### config.mk
export PLATFORM = sky130hd
export DESIGN_NAME = pin_bank_ctrl
export DESIGN_NICKNAME = d
export VERILOG_FILES = /design/src/rtl/pbk_pkg.sv /design/src/rtl/pbk_sync.sv /design/src/rtl/pbk_edge.sv /design/src/rtl/pbk_regs.sv /design/src/rtl/pin_bank_ctrl.sv
export SDC_FILE = /design/constraint.sdc
export NUM_CORES = 1
export LEC_CHECK = 0
export BUFFER_PORTS_ARGS = -buffer_cell sky130_fd_sc_hd__buf_2
export CORE_MARGIN = 2
export CORE_UTILIZATION = 55
export DETAILED_ROUTE_END_ITERATION = 7
export PLACE_DENSITY = 0.87
export SYNTH_ARGS = -nofsm -noshare
export SYNTH_HDL_FRONTEND = slang
export SYNTH_SLANG_ARGS = --single-unit
### constraint.sdc
create_clock -name clk_i -period 3.44 [get_ports clk_i]
set_input_delay 0 -clock clk_i [delete_from_list [all_inputs] [get_ports clk_i]]
set_output_delay 0 -clock clk_i [all_outputs]
set_load 0.01 [all_outputs]
### src/rtl/pbk_pkg.sv
package pbk_pkg;
  localparam int unsigned REG_AW = 4;
  typedef logic [REG_AW-1:0] reg_addr_t;

  localparam reg_addr_t A_DIR     = 4'd0;
  localparam reg_addr_t A_INEN    = 4'd1;
  localparam reg_addr_t A_DATA    = 4'd2;
  localparam reg_addr_t A_SET     = 4'd3;
  localparam reg_addr_t A_CLR     = 4'd4;
  localparam reg_addr_t A_TGL     = 4'd5;
  localparam reg_addr_t A_LEVEL   = 4'd6;
  localparam reg_addr_t A_IEN_SET = 4'd7;
  localparam reg_addr_t A_IEN_CLR = 4'd8;
  localparam reg_addr_t A_SENSE   = 4'd9;
  localparam reg_addr_t A_BOTH    = 4'd10;
  localparam reg_addr_t A_FLAG    = 4'd11;
endpackage

### src/rtl/pbk_sync.sv
module pbk_sync #(
  parameter int unsigned W      = 16,
  parameter int unsigned STAGES = 2
) (
  input  logic         clk_i,
  input  logic         rst_ni,
  input  logic [W-1:0] d_i,
  output logic [W-1:0] q_o
);
  logic [W-1:0] stage_q [STAGES];

  always_ff @(posedge clk_i or negedge rst_ni) begin
    if (!rst_ni) begin
      for (int i = 0; i < STAGES; i++) stage_q[i] <= '0;
    end else begin
      stage_q[0] <= d_i;
      for (int i = 1; i < STAGES; i++) stage_q[i] <= stage_q[i-1];
    end
  end

  assign q_o = stage_q[STAGES-1];
endmodule

### src/rtl/pbk_edge.sv
module pbk_edge #(
  parameter int unsigned W = 16
) (
  input  logic         clk_i,
  input  logic         rst_ni,
  input  logic [W-1:0] lvl_i,
  input  logic [W-1:0] en_i,
  input  logic [W-1:0] edge_mode_i,
  input  logic [W-1:0] both_i,
  input  logic [W-1:0] clr_i,
  output logic [W-1:0] flag_o
);
  for (genvar g = 0; g < W; g++) begin : g_pin
    logic prev_q, flag_q;
    logic rise, fall, hit;

    // prev tracks the raw level so re-enabling a pin does not fake an edge
    assign rise = en_i[g] &  lvl_i[g] & ~prev_q;
    assign fall = en_i[g] & ~lvl_i[g] &  prev_q;
    assign hit  = edge_mode_i[g] & (rise | (both_i[g] & fall));

    always_ff @(posedge clk_i or negedge rst_ni) begin
      if (!rst_ni) begin
        prev_q <= 1'b0;
        flag_q <= 1'b0;
      end else begin
        prev_q <= lvl_i[g];
        flag_q <= hit | (flag_q & ~clr_i[g]);
      end
    end

    assign flag_o[g] = flag_q;
  end
endmodule

### src/rtl/pbk_regs.sv
module pbk_regs import pbk_pkg::*; #(
  parameter int unsigned W = 16
) (
  input  logic         clk_i,
  input  logic         rst_ni,
  input  logic         we_i,
  input  reg_addr_t    addr_i,
  input  logic [W-1:0] wdata_i,
  output logic [W-1:0] dir_o,
  output logic [W-1:0] inen_o,
  output logic [W-1:0] out_o,
  output logic [W-1:0] ien_o,
  output logic [W-1:0] sense_o,
  output logic [W-1:0] both_o
);
  always_ff @(posedge clk_i or negedge rst_ni) begin
    if (!rst_ni) begin
      dir_o   <= '0;
      inen_o  <= '0;
      out_o   <= '0;
      ien_o   <= '0;
      sense_o <= '0;
      both_o  <= '0;
    end else if (we_i) begin
      unique case (addr_i)
        A_DIR:     dir_o   <= wdata_i;
        A_INEN:    inen_o  <= wdata_i;
        A_DATA:    out_o   <= wdata_i;
        A_SET:     out_o   <= out_o | wdata_i;
        A_CLR:     out_o   <= out_o & ~wdata_i;
        A_TGL:     out_o   <= out_o ^ wdata_i;
        A_IEN_SET: ien_o   <= ien_o | wdata_i;
        A_IEN_CLR: ien_o   <= ien_o & ~wdata_i;
        A_SENSE:   sense_o <= wdata_i;
        A_BOTH:    both_o  <= wdata_i;
        default:   ;
      endcase
    end
  end
endmodule

### src/rtl/pin_bank_ctrl.sv
module pin_bank_ctrl import pbk_pkg::*; #(
  parameter int unsigned N_PINS      = 16,
  parameter int unsigned SYNC_STAGES = 2
) (
  input  logic              clk_i,
  input  logic              rst_ni,
  input  logic              bus_we_i,
  input  logic [REG_AW-1:0] bus_addr_i,
  input  logic [N_PINS-1:0] bus_wdata_i,
  output logic [N_PINS-1:0] bus_rdata_o,
  input  logic [N_PINS-1:0] pad_in_i,
  output logic [N_PINS-1:0] pad_out_o,
  output logic [N_PINS-1:0] pad_oe_o,
  output logic              irq_o
);
  logic [N_PINS-1:0] dir_q, inen_q, out_q, ien_q, sense_q, both_q;
  logic [N_PINS-1:0] sync_lvl, sensed, flag_q, flag_clr, pending;

  pbk_regs #(.W(N_PINS)) i_regs (
    .clk_i   (clk_i),
    .rst_ni  (rst_ni),
    .we_i    (bus_we_i),
    .addr_i  (bus_addr_i),
    .wdata_i (bus_wdata_i),
    .dir_o   (dir_q),
    .inen_o  (inen_q),
    .out_o   (out_q),
    .ien_o   (ien_q),
    .sense_o (sense_q),
    .both_o  (both_q)
  );

  pbk_sync #(.W(N_PINS), .STAGES(SYNC_STAGES)) i_sync (
    .clk_i  (clk_i),
    .rst_ni (rst_ni),
    .d_i    (pad_in_i),
    .q_o    (sync_lvl)
  );

  assign flag_clr = (bus_we_i && bus_addr_i == A_FLAG) ? bus_wdata_i : '0;

  pbk_edge #(.W(N_PINS)) i_edge (
    .clk_i       (clk_i),
    .rst_ni      (rst_ni),
    .lvl_i       (sync_lvl),
    .en_i        (inen_q),
    .edge_mode_i (sense_q),
    .both_i      (both_q),
    .clr_i       (flag_clr),
    .flag_o      (flag_q)
  );

  assign sensed    = sync_lvl & inen_q;
  assign pending   = flag_q | (~sense_q & sensed);
  assign irq_o     = |(ien_q & pending);
  assign pad_out_o = out_q;
  assign pad_oe_o  = dir_q;

  always_comb begin
    unique case (bus_addr_i)
      A_DIR:     bus_rdata_o = dir_q;
      A_INEN:    bus_rdata_o = inen_q;
      A_DATA:    bus_rdata_o = out_q;
      A_LEVEL:   bus_rdata_o = sensed;
      A_IEN_SET: bus_rdata_o = ien_q;
      A_SENSE:   bus_rdata_o = sense_q;
      A_BOTH:    bus_rdata_o = both_q;
      A_FLAG:    bus_rdata_o = flag_q;
      default:   bus_rdata_o = '0;
    endcase
  end
endmodule

* Yosys cells after proc, flatten, opt, wreduce, memory -nomap -nowiden *
Cells that the tools add are included.

word-level totals
  register bits after elaboration = 160
  bits of input ports = 39
  output and inout bits = 49
  word-level logic and storage cells = 269

cells by class
  eq/ne operators = 11
  multiplexer cells = 4
  bitwise logic cells = 203
  reductions and logical operators = 11

operator list
  operator            number
  $pmux 16 s8         1
  $and 1x1->1         112
  $and 16x16->16      5
  $pmux 16 s4         1
  $not 1->1           48
  $or 16x16->16       3
  $not 16->16         2
  $or 1x1->1          32
  $pmux 16 s2         1
  $eq 4x3->1 const B  4
  $eq 4x4->1 const B  4
  $mux 16             1
  $reduce_or 16->1    1
  $xor 16x16->16      1
  $reduce_and 2->1    6
  $eq 4x2->1 const B  2
  $eq 4x1->1 const B  1
  $logic_not 4->1     1
  $reduce_bool 4->1   1
  $reduce_bool 2->1   1
  $logic_and 1x1->1   1

* Depth between registers and ports, before layout *
  word-level depth = 7
  depth in mapped cells = 8
  depth with buffers taken out = 5

* Modules after synthesis *
A second synthesis with hierarchy kept.

second synthesis, totals
  cell total of the unflattened synthesis = 793
  area, all modules = 8719.6 µm²

by module, submodules not included
  module         instances  cells an instance  area each (µm²)  seq. area each (µm²)
  pbk_regs       1          421                4784.6           2402.3
  pbk_edge       1          128                1561.5           800.8
  pin_bank_ctrl  1          196                1452.6           0.0
  pbk_sync       1          48                 920.9            800.8

* Least setup slack after synthesis *
No wires, ideal clock.

  path type = input-to-reg
  start = input bus_addr_i[1]
  end = register i_regs.inen_o[14]
  library setup time = 0.121 ns
  arrival time = 1.125 ns
  data required time = 3.319 ns
  setup slack = 2.193 ns
  cell stages on the path = 7
  path buffers = 3
  cells stage by stage = buf_6 -> buf_6 -> nor4b_4 -> nand2_4 -> buf_6 -> nand2_1 -> o21ai_2

between the ends
  word-level cells in the longest chain between the ends = 2

ends and longest elaborated chain
  what                        line                RTL
  start, declared             pin_bank_ctrl.sv:8  input logic [REG_AW-1:0] bus_addr_i,
  $eq 4x1->1                  pbk_regs.sv:25      unique case (addr_i)
  $reduce_and 2->1 (no line)  --
  end signal, assigned        pbk_regs.sv:27      A_INEN: inen_o <= wdata_i;
  end, declared               pbk_regs.sv:10      output logic [W-1:0] inen_o,

Every way passes these cells.
A chain may end at the register's enable or synchronous reset.

* Worst setup path after layout *
  start = register i_regs.sense_o[10]
  end = output irq_o

between the ends
  word-level cells in the longest chain between the ends = 5

ends and longest elaborated chain
  what                    line                 RTL
  start, declared         pbk_regs.sv:13       output logic [W-1:0] sense_o,
  start signal, assigned  pbk_regs.sv:34       A_SENSE: sense_o <= wdata_i;
  $not 16->16             pin_bank_ctrl.sv:54  assign pending = flag_q | (~sense_q & sensed);
  $and 16x16->16          pin_bank_ctrl.sv:54
  $or 16x16->16           pin_bank_ctrl.sv:54
  $and 16x16->16          pin_bank_ctrl.sv:55  assign irq_o = |(ien_q & pending);
  $reduce_or 16->1        pin_bank_ctrl.sv:55
  end, declared           pin_bank_ctrl.sv:14  output logic irq_o

Every way passes these cells.

==> reports/results.ini <==
[placement]
hpwl_um=14790
place_congestion=0.9663
io_buffers=87

[global_routing]
grt_pass1_vias=6647
grt-busiest-layer=met2
track_usage_pct=31.73
met2_usage_pct=48.11
met1_usage_pct=42.04
grt_pass1_wl_um=36050
use_met3_pct=8.333
antenna_found_initial=0
gr-total-overflow=0
grt_max_degree=91

[pwr]
ir_drop_mv=0.6744
leakagePower_nw=4.289
p_per_area_nw_per_um2=615.0
power.total_w=0.005699

[critical_path]
crit_path_end_kind=output port
required_ns=3.44
crit_path_top_delay_cell=nor4_1
critPathBufInv=1
cpLargestDelayFamily=simple AND/OR/NAND/NOR gates
cp-start-kind=register
worstPathCellList=nand4b_1 > nand4_1 > nor4_1 > nand4_1 > buf_2
cpMostUsedCell=nand4_1
cp.depth=5
path_max_fanout=4
crit_type=reg -> out
rr_worst_depth=5
worstPathArrival_ns=2.11
max_stage_delay_ns=0.51

[hold_path]
min_path_type=in -> reg
min_path_cells=2

[routing]
vias=6970
routed_via_density=6.625
firstDrtPassIters=6
drtIter0Drc=888
wirelength_um=23280
post_drt_wl_per_cell_um=22.13
ant_nets=0
drc_errors=0

[synth]
synth_fp_nets=826
synth_edf_count=0
ys_types=61
ys_dominant_reg_cell=dfrtp_1
synth_top_area_share_pct=50.86
synth-seq-area-share_pct=50.86
synth_most_common_cell=dfrtp_1
avgSynthCellArea_um2=10.43
synth_area_leaders=dfrtp_1, ha_1, nand2_1, o21ai_0, a32o_1
yosysTopAreaCell=dfrtp_1
synth_common_cells=dfrtp_1, nand2_1, inv_1
yosysWarnings=0
async_flop_share_pct=100.0
syn_inst=755
syn_area_um2=7873
synth.ff_latch_count=160

[cts]
post_cts_buffers=0
cts_buffer_depth=2
cts_htree_levels=4
cts-root-buf=clkbuf_16
ctsHoldBuffers=33
tritoncts=yes
cts_buffers=17
clock_latency_ns=0.43
cts_resized=0
cts.sinks=160
cts.clk_slew.worst_paths_ns=0.06

[status]
status=completed

[die]
die_x_um=123.6
ios=88
fp-row-count=43
start_util_pct=56.50
core_um2=13930
fp.dieH_um=123.6
die-area_um2=15290

[sta]
finalCritPeriodShare_pct=61.47
fin_tns_setup_ns=0
rsz0062_at_grt=no
worst_pin_slew_ns=1.014
fmax_ghz=0.4729
slew_headroom_pct=32.42
fin_crit_ns=2.115
hold_viol=0
setup_violations=0
slew_violations=0
skew_ns=0.006686

[cells_and_area]
area_growth_pct=17.71
diodes=0
layout-drive-gt1-share_pct=18.35
nets=930
final_util_pct=66.50

[job]
drv_cap=0

[registers in the layout, indices dropped and copies added, names as in the netlist, named ones only]
| register | count |
|---|---|
| i_edge.g_pin.prev_q | 16 |
| i_regs.inen_o | 16 |
| i_regs.both_o | 16 |
| i_sync.q_o | 16 |
| i_edge.g_pin.flag_q | 16 |
| i_regs.out_o | 16 |
| i_sync.stage_q | 16 |
| i_regs.sense_o | 16 |
| i_regs.dir_o | 16 |
[cells in the final DEF, fill, tap and decap left out, drive strengths merged, types with 4 or more instances in the layout]
master       netlist  final
a221oi            12     12
nand2             99     99
mux2i              7      7
a222oi             5      5
a31oi             16     16
a2bb2oi            9      9
nand4b            16     16
buf               38     99
nand2b             6      6
o22ai              7      7
o32ai              7      7
inv               54     56
o221ai             9      9
o31ai              8      8
nor3               4      4
nand3             20     20
ha                32     32
dfrtp            160    160
a21oi             26     26
a22o               8      8
nand4              5      5
a22oi             20     20
o21ai             90     90
a32o              21     21
clkinvlp           0      5
clkbuf             9     20
o2bb2ai           16     16
dlygate4sd3        0     33
a21o               8      8
nor2              16     16
[path summary, 6_finish.rpt]
check / endpoint / slack [ns] / start
worst max register to register: i_regs.out_o[15]$_DFFE_PN0P_ / 2.01 / i_regs.out_o[15]$_DFFE_PN0P_
worst min-delay path: register / 0.16 / bus_we_i
min in group asynchronous: i_sync.stage_q[29]$_DFF_PN0_ / 0.21 / rst_ni
worst min register to register: i_sync.q_o[15]$_DFF_PN0_ / 0.35 / i_sync.stage_q[31]$_DFF_PN0_
max in group asynchronous: i_sync.stage_q[26]$_DFF_PN0_ / 2.31 / rst_ni
worst max-delay path: irq_o / 1.33 / i_regs.sense_o[10]$_DFFE_PN0P_
[per-stage QoR]
step | cells | setup slack (ns) | hold WS [ns] | cell area [µm²]
2_1_floorplan | 755 | 2.193 | -0.2956 | 7873
3_3_place_gp | 987 | 1.302 | 0.1074 | 8346
3_5_place_dp | 987 | 1.261 | 0.1093 | 8346
4_1_cts | 1052 | 1.375 | 0.1267 | 9266
5_1_grt | 1052 | 1.250 | 0.1460 | 9266
6_report | 1052 | 1.325 | 0.1645 | 9266
[where the power goes]
part	internal, W	leakage [nW]	total (W)	switching (W)
combinational	0.000518	2.07	0.00113	0.000608
sequential	0.00225	1.94	0.00268	0.000428
clock	0.00111	0.275	0.00189	0.000783
[layer usage]
layer | vias up | routed length, µm | share of wire (%)
met1 | 3357 | 8901 | 38
met5 | - | 0 | 0
met4 | 0 | 1182 | 5.1
met2 | 495 | 10540 | 45
li1 | 3009 | - | -
met3 | 109 | 2652 | 11
[layout make-up]
cell class                 count  area (µm²)
clock buffer                  20       456.7
tap                          180       225.2
clock inverter                12       133.9
inverter                      54       202.7
sequential                   160        4004
multi-input combinational    494        3369
fill                        1057        4668
timing repair buffer         132       874.6
[worst reg2reg max path, cell delays in order (launching register included)]
cell,delay [ns]
dfrtp_1,0.47
inv_1,0.10
ha_1,0.29
a2bb2oi_1,0.15
a21oi_1,0.10
a2bb2oi_1,0.18
[cell families after synthesis]
family	after synthesis	synth area share [%]
AO/OA/AOI/OAI	268	24.09
buffers and inverters	101	6.421
adder cells (fa/ha/maj)	32	5.086
flip-flops	160	50.86
AND/OR/NAND/NOR	186	12.51
multiplexers	8	1.033
No activity file was read; power rests on OpenSTA's default activity.
